===== config.mk =====
export PLATFORM = sky130hd
export DESIGN_NAME = tgt_errlog
export DESIGN_NICKNAME = d
export VERILOG_FILES = /design/src/rtl/tgt_errlog.sv
export SDC_FILE = /design/constraint.sdc
export NUM_CORES = 1
export LEC_CHECK = 0
export CAP_MARGIN = 20
export CORE_MARGIN = 2
export CORE_UTILIZATION = 30
export DETAILED_ROUTE_END_ITERATION = 8
export GPL_TIMING_DRIVEN = 0
export PLACE_DENSITY = 0.61
export SYNTH_ARGS = -nofsm -noshare
export SYNTH_HDL_FRONTEND = slang
export SYNTH_SLANG_ARGS = --single-unit
export TNS_END_PERCENT = 5

===== constraint.sdc =====
create_clock -name clk -period 2.5 [get_ports clk]
set_clock_uncertainty 0.05 [all_clocks]
set_input_delay 0.5 -clock clk [delete_from_list [all_inputs] [get_ports clk]]
set_output_delay 0.5 -clock clk [all_outputs]
set_load 0.01 [all_outputs]

===== src/rtl/tgt_errlog.sv =====
module tgt_errlog #(
  parameter int ADDR_W  = 32,
  parameter int MID_W   = 6,
  parameter int MID_LSB = 8,
  parameter int CLR_BIT = 8
) (
  input  logic              clk,
  input  logic              rst_n,
  input  logic              err_valid,
  input  logic [1:0]        err_kind,
  input  logic [MID_W-1:0]  err_mid,
  input  logic [2:0]        err_opc,
  input  logic              err_fetch,
  input  logic              err_sup,
  input  logic              err_dbg,
  input  logic [ADDR_W-1:0] err_addr,
  input  logic              reg_we,
  input  logic [2:0]        reg_addr,
  input  logic [31:0]       reg_wdata,
  output logic [31:0]       reg_rdata,
  output logic              err_flag
);
  localparam int DW = 32;
  localparam logic [1:0] K_STD  = 2'b01;
  localparam logic [1:0] K_CUST = 2'b10;

  logic [1:0]        cls_q;
  logic [ADDR_W-1:0] std_ofs_q;
  logic [MID_W-1:0]  std_mid_q, cst_mid_q;
  logic [2:0]        std_opc_q, cst_opc_q;
  logic [2:0]        std_inf_q, cst_inf_q;

  logic kind_ok, clr_hit, held, take;

  assign kind_ok = (err_kind == K_STD) || (err_kind == K_CUST);
  assign clr_hit = reg_we && (reg_addr == 3'd0) && reg_wdata[CLR_BIT];
  assign held    = |cls_q;
  assign take    = err_valid && kind_ok && (!held || clr_hit);
  assign err_flag = held;

  always_ff @(posedge clk or negedge rst_n) begin
    if (!rst_n) begin
      cls_q     <= '0;
      std_ofs_q <= '0;
      std_mid_q <= '0;
      std_opc_q <= '0;
      std_inf_q <= '0;
      cst_mid_q <= '0;
      cst_opc_q <= '0;
      cst_inf_q <= '0;
    end else if (take) begin
      cls_q <= err_kind;
      if (err_kind == K_STD) begin
        std_ofs_q <= err_addr;
        std_mid_q <= err_mid;
        std_opc_q <= err_opc;
        std_inf_q <= {err_dbg, err_sup, err_fetch};
      end else begin
        cst_mid_q <= err_mid;
        cst_opc_q <= err_opc;
        cst_inf_q <= {err_dbg, err_sup, err_fetch};
      end
    end else if (clr_hit) begin
      cls_q <= '0;
    end
  end

  function automatic logic [DW-1:0] mid_word(input logic [MID_W-1:0] m);
    return DW'(m) << MID_LSB;
  endfunction

  function automatic logic [DW-1:0] inf_word(input logic [2:0] i);
    return {28'd0, i[2], 1'b0, i[1], i[0]};
  endfunction

  always_comb begin
    case (reg_addr)
      3'd0:    reg_rdata = {30'd0, cls_q};
      3'd1:    reg_rdata = DW'(std_ofs_q);
      3'd2:    reg_rdata = mid_word(std_mid_q);
      3'd3:    reg_rdata = {29'd0, std_opc_q};
      3'd4:    reg_rdata = inf_word(std_inf_q);
      3'd5:    reg_rdata = mid_word(cst_mid_q);
      3'd6:    reg_rdata = {29'd0, cst_opc_q};
      default: reg_rdata = inf_word(cst_inf_q);
    endcase
  end
endmodule


Yosys cells after proc, flatten, opt, wreduce, memory -nomap -nowiden
Index checks and enable logic that the tools add are counted.
W data, S select, Z words.
{"block": "classes", "n_eq_ne": 8, "muxes": 3, "n_bitwise": 1, "n_reduce_logical": 12}
{"operator": "$pmux W32 S7", "n": 1}
{"operator": "$eq A3 B3 Y1 const B", "n": 3}
{"operator": "$eq A3 B2 Y1 const B", "n": 2}
{"operator": "$logic_and A1 B1 Y1", "n": 4}
{"operator": "$mux W2", "n": 2}
{"operator": "$reduce_and A2 Y1", "n": 2}
{"operator": "$eq A3 B1 Y1 const B", "n": 1}
{"operator": "$logic_not A3 Y1", "n": 1}
{"operator": "$eq A2 B1 Y1 const B", "n": 1}
{"operator": "$eq A2 B2 Y1 const B", "n": 1}
{"operator": "$logic_or A1 B1 Y1", "n": 2}
{"operator": "$reduce_bool A2 Y1", "n": 1}
{"operator": "$reduce_or A2 Y1", "n": 1}
{"operator": "$logic_not A1 Y1", "n": 1}
{"operator": "$not A1 Y1", "n": 1}
{"block": "totals", "register_bits": 58, "output_inout_bits": 33, "word_cells": 32}

Logic depth before layout (Yosys ltp)
Gate-level depths: netlist (run 1).
{"block": "depth", "word_depth": 6, "depth_mapped": 6, "mapped_depth_nobuf": 5}

Worst setup path after synthesis (run 1)
OpenSTA, ideal clock, no wires.
{"block": "synth_path", "kind": "input port to flip-flop", "from": "in err_kind[1]", "to": "reg std_inf_q[0]", "setup_ns": 0.125, "t_arrival_ns": 1.909, "t_required_ns": 2.325, "setup_slack_ns": 0.415, "cell_stages": 6, "path_cell_list": "inv_1 > ha_1 > nor2b_1 > a32oi_4 > buf_12 > mux2_4"}
{"block": "synth_between", "elab_chain_cells": 5, "elab_cells_between_ends": 6, "cone_classes": "eq/ne: 2; reduce/logical: 4"}
{"element": "start, declared", "line": "10", "text": "input logic [1:0] err_kind,"}
{"element": "$eq A2 B1 Y1 or $eq A2 B2 Y1 (tied branches)", "line": "35, 53"}
{"element": "$logic_or A1 B1 Y1", "line": "35", "text": "assign kind_ok = (err_kind == K_STD) || (err_kind == K_CUST);"}
{"element": "$logic_and A1 B1 Y1 (2 in series)", "line": "38", "text": "assign take = err_valid && kind_ok && (!held || clr_hit);"}
{"element": "$reduce_and A2 Y1 (no line) *"}
{"element": "end signal, assigned", "line": "57", "text": "std_inf_q <= {err_dbg, err_sup, err_fetch};"}
{"element": "end, declared", "line": "31", "text": "logic [2:0] std_inf_q, cst_inf_q;"}
Mark *: on every way between the ends. The rest lies on a longest branch, timed or not.
A chain may end at the register's enable or synchronous reset.

Worst setup path in the final report (run 1)
{"block": "layout_path", "from": "in reg_addr[0]", "to": "out reg_rdata[28]"}
{"block": "layout_between", "elab_chain_cells": 2, "elab_cells_between_ends": 8, "cone_classes": "eq/ne: 6; mux: 1; reduce/logical: 1"}
{"element": "start, declared", "line": "18", "text": "input logic [2:0] reg_addr,"}
{"element": "$eq A3 B3 Y1, or another cell as far along", "line": "77", "text": "case (reg_addr)"}
{"element": "$pmux W32 S7 *", "line": "77"}
{"element": "end, declared", "line": "20", "text": "output logic [31:0] reg_rdata,"}
Marks and branches as above.

==> impl_metrics.toml, run 1 <==
[outcome]
status = "complete, no violations"

[grt]
grt.total_usage_pct = 13.96
grt_antenna_before_repair = 0
grt_max_degree = 36
vias_in_the_first_global_route = 2145
gr-total-overflow = 0
grt_first_pass_wirelength_mm = 11.05

[worst_setup_path]
data_required_critical_path_ns = 1.95
critical_path_buf_inv_count = 5
crit_path_end_kind = "output pin"
cp-start-kind = "primary input"
crit_top_cell = "nor2b_4"
critical_path.max_stage_delay_ns = 0.23
crit_fanout = 10
worst-r2r-setup-slack_ns = 0.63
cell_by_cell_listing_of_the_critical_path = "dlygate4sd2_1 -> nor2b_4 -> buf_6 -> nor2b_4 -> buf_4 -> clkbuf_8 -> and2_1 -> clkdlybuf4s15_2"
cpLargestDelayFamily = "buffers and inverters"
critical-path-slowest-cell = "dlygate4sd2_1"
worst-endpoint-arrival_ns = 1.83
setup.worst_path.class = "primary input to output pin"

[die]
fp.dieW_um = 102.8
ioPinCount = 118
fp.dieArea_um2 = 10560
die_height_um = 102.8
initial_core_utilization_pct = 30.36
fp.coreArea_um2 = 9639
placement_rows = 36

[timing]
post-route-period-util_pct = 95.17
slew-limit-headroom_pct = 60.11
final_max_slew_viol_count = 0
totalNegativeSetupSlack_ns = 0
worst_slew_pin_slew_ns = 0.5984
hold_viol_final = 0
fmaxAchievable_mhz = 420.3
period_needed_ns = 2.379
grt_setup_unrepaired = "false"
report.final.setup_viol = 0

[cts]
cts_sinks = 58
ctsRootBufferMaster = "clkbuf_8"
holdBufCountCts = 0
worst_skew_late_latency_ns = 0.33
numCtsBuffers = 9
cts.clk_slew.worst_paths_ns = 0.07
clockBufferDepth = 2
cts.htree.levels = 3
cts_tree = "done"

[cells_and_area]
mostFrequentLayoutCell = "dfrtp_1"
final_core_utilization_pct = 44.69
design.final.nets = 391
layout.cells.most_common_list = "dfrtp_1 (58), clkdlybuf4s50_1 (50), mux2_4 (40)"
flow.area_growth_from_synthesis_pct = 47.20
antenna_cells = 0
layout_cell_share_with_drive_strength_beyond_1_pct = 36.57

[yosys]
number_of_synthesized_register_bits = 58
synthTopCellsByArea = "dfrtp_1 (50%), mux2_4 (21%), mux2_2 (6.9%), and2_1 (4.9%), buf_12 (2.7%)"
postSynthAreaPerCell_um2 = 14.63
synth-adder-area-share_pct = 0.4275
post-synth-top-area-fraction_pct = 49.59
seq_area_frac_synth_pct = 49.59
post_synth_mux_area_share_pct = 28.47
post_synth_xor_area_fraction_pct = 0
synth.lib_cells_used.distinct = 31
dominant_combinational_cell_family_by_area_after_synthesis = "multiplexers"
synthCells = 200
synthesized_netlist_net_count = 286
ys.warnings.count = 0
synth-simple-area-share_pct = 9.448
synth_compound_area_share_pct = 7.824
synth_area_leader_cell = "dfrtp_1"
mapped_cell_area_um2 = 2927

[routing]
drcViolationCount = 0
drt-vias-per-instance = 4.491
via_count = 1985
drtIter0Drc = 82
average_wire_length_per_cell_after_detail_routing_um = 15.88
wl_met3_um = 390
top_layer_used = "met4"
drt-total-wl_mm = 7.019
met2_wirelength_mm = 3.292
m1WireLength_mm = 3.227
number_of_optimization_iterations_in_the_first_detailed_route_pass = 4
ant_nets = 0

[power]
worst_ir_drop_vdd_mv = 0.2652
power.static_leakage_uw = 0.002054
power.density_cell_area_nw_per_um2 = 825.5
design_power_total_uw = 3556

[min_path]
hold_class = "primary input to async pin"

[job]
count_of_max_cap_constraint_violations = 0

[placed_design]
place_hpwl_mm = 4.882
weighted_congestion_reported_at_the_end_of_routability_driven_placement = 0.7155
port-buffer-count = 86
-- cells in the mapped netlist --
cell type and number:
a21oi_1 3, a221oi_1 3, a22o_1 3, a22oi_1 5, a2bb2oi_1 2, a32o_1 2, a32oi_4 1, and2_0 1
and2_1 23, and4bb_4 1, buf_12 4, buf_2 2, buf_4 1, clkbuf_1 5, dfrtp_1 58, ha_1 1
inv_1 2, mux2_2 18, mux2_4 40, mux2i_1 3, nand2_1 1, nand2b_1 2, nand4b_1 1, nand4bb_1 1
nor2_1 1, nor2b_1 5, nor4b_1 1, nor4b_4 1, o21ai_0 3, o2bb2ai_1 5, or2_2 1
-- report_power, final --
group | switching (uW) | total, uW | internal (uW) | leakage [uW]
clock | 350 | 885 | 535 | 0.000106
sequential | 249 | 1630 | 1380 | 0.000720
combinational | 299 | 1050 | 746 | 0.00123
-- layout make-up --
cell class	count	area, um2
sequential	58	1451
timing repair buffer	94	910.9
fill	946	5331
clock buffer	13	168.9
inverter	2	7.507
multi-input combinational	128	1388
clock inverter	2	35.03
buffer	12	180.2
tap	133	166.4
-- registers in the layout (all words and copies together), names as in the netlist --
name,flops
cls_q,2
cst_inf_q,3
cst_mid_q,6
cst_opc_q,3
std_inf_q,3
std_mid_q,6
std_ofs_q,32
std_opc_q,3
-- worst paths after layout --
path	start	cells past startpoint	end
max	reg_addr[0]	8	reg_rdata[28]
min	rst_n	1	std_ofs_q[21]
max reg2reg	cls_q[1]	4	cst_mid_q[5]
min reg2reg	std_ofs_q[17]	1	std_ofs_q[17]
max in group asynchronous	rst_n	2	std_ofs_q[4]
min in group clk	std_ofs_q[17]	1	std_ofs_q[17]
-- cells by family (layout without fill, tap and decap cells) --
kind of cell    count (synthesis)  in the layout
buf+inv                        14            123
fa+ha+maj                       1              1
compound gates                 27             27
mux                            61             61
simple gates                   39             39
flops                          58             58
-- worst register-to-register path, delay by kind of cell (launching register included) --
family,cells,cell delay (ns)
multiplexers,1,0.36
AO/OA/AOI/OAI,1,0.27
AND/OR/NAND/NOR,1,0.38
flip-flops,1,0.45
buffers and inverters,1,0.25
-- metal layers --
layer | GRT usage, % | vias to the layer above
met4 | 5.769 | 0
met5 | 0 | -
met3 | 2.847 | 9
met2 | 22.83 | 58
met1 | 18.10 | 982
li1 | - | 936
-- metrics by stage --
| stage | hold slack (ns) | instance area, um2 | setup WS, ns | cells |
|---|---|---|---|---|
| global placement | 0.4312 | 3954 | -1.034 | 419 |
| detailed placement | 0.4345 | 3969 | -0.9604 | 420 |
| global route | 0.1544 | 4308 | 0.004853 | 442 |
| CTS | 0.1170 | 4295 | 0.02429 | 442 |
| finish | 0.1119 | 4308 | 0.1207 | 442 |
| floorplan | 0.1544 | 2927 | 0.4154 | 200 |
-- repair_timing --
item,in CTS,in global routing
pin swaps,1,0
setup buffers,7,0
resized for setup,82,5
setup endpoints to repair,34,23
Note: power is estimated with default switching activity, not from simulation.
==> inputs of run 2 (changes only) <==
Settings changed: CORE_UTILIZATION 30 to 35, DONT_BUFFER_PORTS set to 1, PLACE_DENSITY 0.61 to 0.51, SLEW_MARGIN set to 15.
==> run 2 against run 1 <==
Against the previous run:
- utilization decreased by 5.0 points
- power decreased by 11%
- first-iteration DRC count decreased by 35%
- final area decreased by 25%
- setup slack improved by 0.020 ns
- largest power group unchanged
- highest routed layer unchanged
==> impl_metrics.toml, run 2 (same netlist as run 1, synthesis figures left out) <==
[worst_setup_path]
crit_path_end_kind = "output pin"
cp-start-kind = "primary input"
worst-endpoint-arrival_ns = 1.81
timing.reg2reg.worst_path_depth = 4
r2r-end = "cst_mid_q[3]"
crit_fanout = 10
startpoint_of_the_worst_slack_reg_to_reg_timing_path = "cls_q[1]"
worst-r2r-setup-slack_ns = 0.68
data_required_critical_path_ns = 1.95
setup.worst_path.class = "primary input to output pin"

[placed_design]
place_hpwl_mm = 4.272
weighted_congestion_reported_at_the_end_of_routability_driven_placement = 0.7315
placed_cells_incl_taps = 305
placed_area_um2 = 3058
port-buffer-count = 0

[timing]
grt_setup_unrepaired = "true"
fmaxAchievable_mhz = 423.8
hold_slack_ns = 0.2670
period_needed_ns = 2.359
final_max_slew_viol_count = 0
hold_viol_final = 0
post-route-period-util_pct = 94.37
slew-limit-headroom_pct = 59.89
totalNegativeSetupSlack_ns = 0
report.final.setup_viol = 0
worst_slew_pin_slew_ns = 0.6016

[outcome]
status = "complete, no violations"

[cells_and_area]
instances_no_fill = 322
filler_cell_count = 803
largest-register = "std_ofs_q"
largest_register_ffs = 32
flow.area_growth_from_synthesis_pct = 10.99
layout_top_registers = "std_ofs_q (32), cst_mid_q (6), std_mid_q (6)"
layout_cell_share_with_drive_strength_beyond_1_pct = 38.71
design.final.nets = 299
fin_area_um2 = 3248
antenna_cells = 0
layout.cells.most_common_list = "dfrtp_1 (58), mux2_4 (40), and2_1 (23)"
mostFrequentLayoutCell = "dfrtp_1"

[routing]
drcViolationCount = 0
via_count = 1643
m1WireLength_mm = 2.889
drt-total-wl_mm = 6.315
number_of_optimization_iterations_in_the_first_detailed_route_pass = 4
wl_met3_um = 468
drtIter0Drc = 53
average_wire_length_per_cell_after_detail_routing_um = 19.61
top_layer_used = "met4"
drt-vias-per-instance = 5.102
ant_nets = 0
met2_wirelength_mm = 2.885

[grt]
grt_antenna_before_repair = 0
grt_first_pass_wirelength_mm = 9.328
grt_max_degree = 59
vias_in_the_first_global_route = 1703
gr-total-overflow = 0
grt.total_usage_pct = 14.26

[cts]
clockBufferDepth = 2
ctsRootBufferMaster = "clkbuf_8"
cts_post_setup_buffers_inserted = 0
numCtsBuffers = 9
cts_tree = "done"
worst_skew_late_latency_ns = 0.32
cts_sinks = 58
cts.clk_slew.worst_paths_ns = 0.07
cts.htree.levels = 3

[power]
worst_ir_drop_vdd_mv = 0.3614
design_power_total_uw = 3174
power.density_cell_area_nw_per_um2 = 977.1
power.static_leakage_uw = 0.001533

[job]
count_of_max_cap_constraint_violations = 0

[die]
ioPinCount = 118
die_height_um = 95.44
fp.dieArea_um2 = 9109
fp.coreArea_um2 = 8175
fp.dieW_um = 95.44
placement_rows = 33
initial_core_utilization_pct = 35.80

[min_path]
hold_class = "primary input to flip-flop"
whs_path_depth = 1
hold-path-endpoint = "std_ofs_q[5]"
hold_path.startpoint = "err_addr[5]"
-- run 2: cell types whose count changed in the layout (fill, tap and decap cells not counted), moves of 2 or more --
cell and change:
buf_4 -7, buf_6 -2, clkbuf_1 +5, clkbuf_8 -7, clkdlybuf4s15_2 -10, clkdlybuf4s50_1 -50
clkinv_2 +3, dlygate4sd2_1 -22, nor2b_1 +3, nor2b_4 -3
-- run 2: what timing repair did --
action | CTS | global route
hold buffers | 2 | 0
resized for setup | 0 | 2
hold endpoints to repair | 58 | 0
setup endpoints to repair | 0 | 20
-- run 2: through the flow --
stage	setup slack (ns)	util, %
5_1_grt	-0.03332	39.73
3_5_place_dp	0.01404	37.40
4_1_cts	0.01606	39.72
2_1_floorplan	0.4154	-
3_3_place_gp	0.04036	37.40
6_report	0.1407	39.73
-- run 2: worst max-delay path by stage --
stage,from,endpoint,slack (ns),cells past startpoint
2_1_floorplan,err_kind[1],std_inf_q[0],0.42,6
3_3_place_gp,reg_addr[0],reg_rdata[26],0.04,5
3_5_place_dp,reg_addr[0],reg_rdata[24],0.01,5
5_1_grt,reg_addr[0],reg_rdata[26],-0.03,5
6_report,reg_addr[0],reg_rdata[26],0.14,5
4_1_cts,reg_addr[0],reg_rdata[24],0.02,5
-- run 2: final cells by class --
type,count,area [um2],area share (%)
clock inverter,4,20.02,0.6163
multi-input combinational,128,1351,41.60
buffer,12,117.6,3.621
tap,105,131.4,4.045
sequential,58,1451,44.68
clock buffer,11,131.4,4.045
inverter,2,7.507,0.2311
timing repair buffer,2,37.54,1.156
-- run 2: power by group --
part | internal (uW) | switching [uW]
sequential | 1380 | 240
clock | 347 | 349
combinational | 596 | 265
total | 2320 | 854
-- run 2: critical path, cell delays in order --
cell	delay [ns]
nor2b_1	0.17
buf_2	0.25
nor2b_1	0.32
clkbuf_1	0.33
and2_1	0.24
-- run 2: routing by layer --
layer	vias up	track usage, %
li1	755	-
met1	823	18.32
met5	-	0
met2	57	21.89
met3	8	5.138
met4	0	5.714
==> inputs of run 3 (changes only) <==
Settings changed: CORE_UTILIZATION 35 to 40, PLACE_DENSITY 0.51 to 0.56.
==> run 3 against run 2 <==
Against the previous run:
- count of clock-buffer cells in the layout up 2
- final area up 1.4%
- fmax up 1.6%
- flip-flop and latch count unchanged
- largest cell class unchanged
- highest routed layer unchanged
==> impl_metrics.toml, run 3 (same netlist as run 1, synthesis figures left out) <==
[cells_and_area]
layout_top_registers = "std_ofs_q (32), cst_mid_q (6), std_mid_q (6)"
design.final.nets = 299
layout.cells.most_common_list = "dfrtp_1 (58), mux2_4 (40), and2_1 (23)"
layout_cell_share_with_drive_strength_beyond_1_pct = 39.17
flow.area_growth_from_synthesis_pct = 12.53
final_core_utilization_pct = 45.89
mostFrequentLayoutCell = "dfrtp_1"
antenna_cells = 0
largest-register = "std_ofs_q"
largest_register_ffs = 32
instances_no_fill = 316

[worst_setup_path]
cp-start-kind = "primary input"
crit_fanout = 10
startpoint_of_the_worst_slack_reg_to_reg_timing_path = "cls_q[1]"
crit_path_end_kind = "output pin"
setup.worst_path.class = "primary input to output pin"
worst_setup_path_startpoint = "reg_addr[0]"
data_required_critical_path_ns = 1.95
worst-endpoint-arrival_ns = 1.77

[routing]
drt-total-wl_mm = 5.983
via_count = 1631
drt-vias-per-instance = 5.161
number_of_optimization_iterations_in_the_first_detailed_route_pass = 4
drcViolationCount = 0
average_wire_length_per_cell_after_detail_routing_um = 18.93
ant_nets = 0
drtIter0Drc = 49

[power]
design_power_total_uw = 3351
worst_ir_drop_vdd_mv = 0.5183
power.static_leakage_uw = 0.001556
power.density_cell_area_nw_per_um2 = 1018

[placed_design]
place_hpwl_mm = 4.144
placed_cells_incl_taps = 299
weighted_congestion_reported_at_the_end_of_routability_driven_placement = 0.6928
port-buffer-count = 0

[die]
fp.dieArea_um2 = 8017
die_height_um = 89.54
fp.coreArea_um2 = 7176
initial_core_utilization_pct = 40.78
fp.dieW_um = 89.54
ioPinCount = 118
placement_rows = 31

[grt]
grt.total_usage_pct = 15.98
grt_max_degree = 59
vias_in_the_first_global_route = 1715
grt_antenna_before_repair = 0
grt_first_pass_wirelength_mm = 9.204
gr-total-overflow = 0

[cts]
cts_sinks = 58
clockBufferDepth = 2
cts_tree = "done"
worst_skew_late_latency_ns = 0.32
cts_post_setup_buffers_inserted = 0
cts.clk_slew.worst_paths_ns = 0.07
cts.htree.levels = 3
ctsRootBufferMaster = "clkbuf_8"
numCtsBuffers = 9

[timing]
hold_slack_ns = 0.2655
fmaxAchievable_mhz = 430.6
post-route-period-util_pct = 92.88
totalNegativeSetupSlack_ns = 0
grt_setup_unrepaired = "false"
report.final.setup_viol = 0
final_max_slew_viol_count = 0
worst_slew_pin_slew_ns = 0.6232
hold_viol_final = 0
period_needed_ns = 2.322
slew-limit-headroom_pct = 58.45

[job]
count_of_max_cap_constraint_violations = 0

[min_path]
hold_class = "primary input to flip-flop"
hold_path.startpoint = "err_addr[25]"

[outcome]
status = "complete, no violations"
==> run 3: worst max-delay path: stages <==
cell	delay, ns
nor2b_1	0.15
buf_2	0.24
nor2b_1	0.35
clkbuf_1	0.30
and2_1	0.23
==> run 3: final cells by class <==
cell class | instances | area, um2
clock buffer | 13 | 168.9
fill | 668 | 3882
buffer | 12 | 117.6
clock inverter | 2 | 35.03
timing repair buffer | 2 | 37.54
sequential | 58 | 1451
tap | 99 | 123.9
inverter | 2 | 7.507
multi-input combinational | 128 | 1351
==> run 3: final timing paths <==
kind | endpoint | slack (ns) | cells past startpoint
worst min-delay path | std_ofs_q[25] | 0.27 | 1
worst min register to register | std_ofs_q[19] | 0.44 | 1
min in group asynchronous | std_ofs_q[25] | 0.65 | 2
worst max register to register | cst_opc_q[0] | 0.65 | 4
max in group asynchronous | std_inf_q[1] | 1.50 | 2
worst max-delay path | reg_rdata[4] | 0.18 | 5
==> run 3: metal layers <==
metal  up-vias  share of wire [%]  GRT usage [%]
li1        751                  -              -
met1       816                 46          20.96
met2        60                 46          23.57
met3         4                7.8          7.479
met4         0               0.75          4.885
met5         -                  0              0
==> run 3: what timing repair did <==
item	4_1_cts	5_1_grt
endpoints found under the setup margin	0	10
endpoints found under the hold margin	58	0
hold buffers	2	0
resized for setup	0	2
==> run 3: where the power goes <==
group | switching (uW) | leakage, uW | internal, uW
Sequential | 245 | 0.000720 | 1380
Clock | 340 | 0.000106 | 535
Combinational | 258 | 0.000731 | 595
Total | 843 | 0.00156 | 2510
==> run 3: per-stage QoR <==
| step | instance area (um2) | setup WS [ns] |
|---|---|---|
| floorplan | 2927 | 0.4154 |
| global placement | 3050 | 0.04974 |
| detailed placement | 3050 | 0.06280 |
| CTS | 3292 | 0.06259 |
| global route | 3293 | 0.01218 |
| finish | 3293 | 0.1779 |
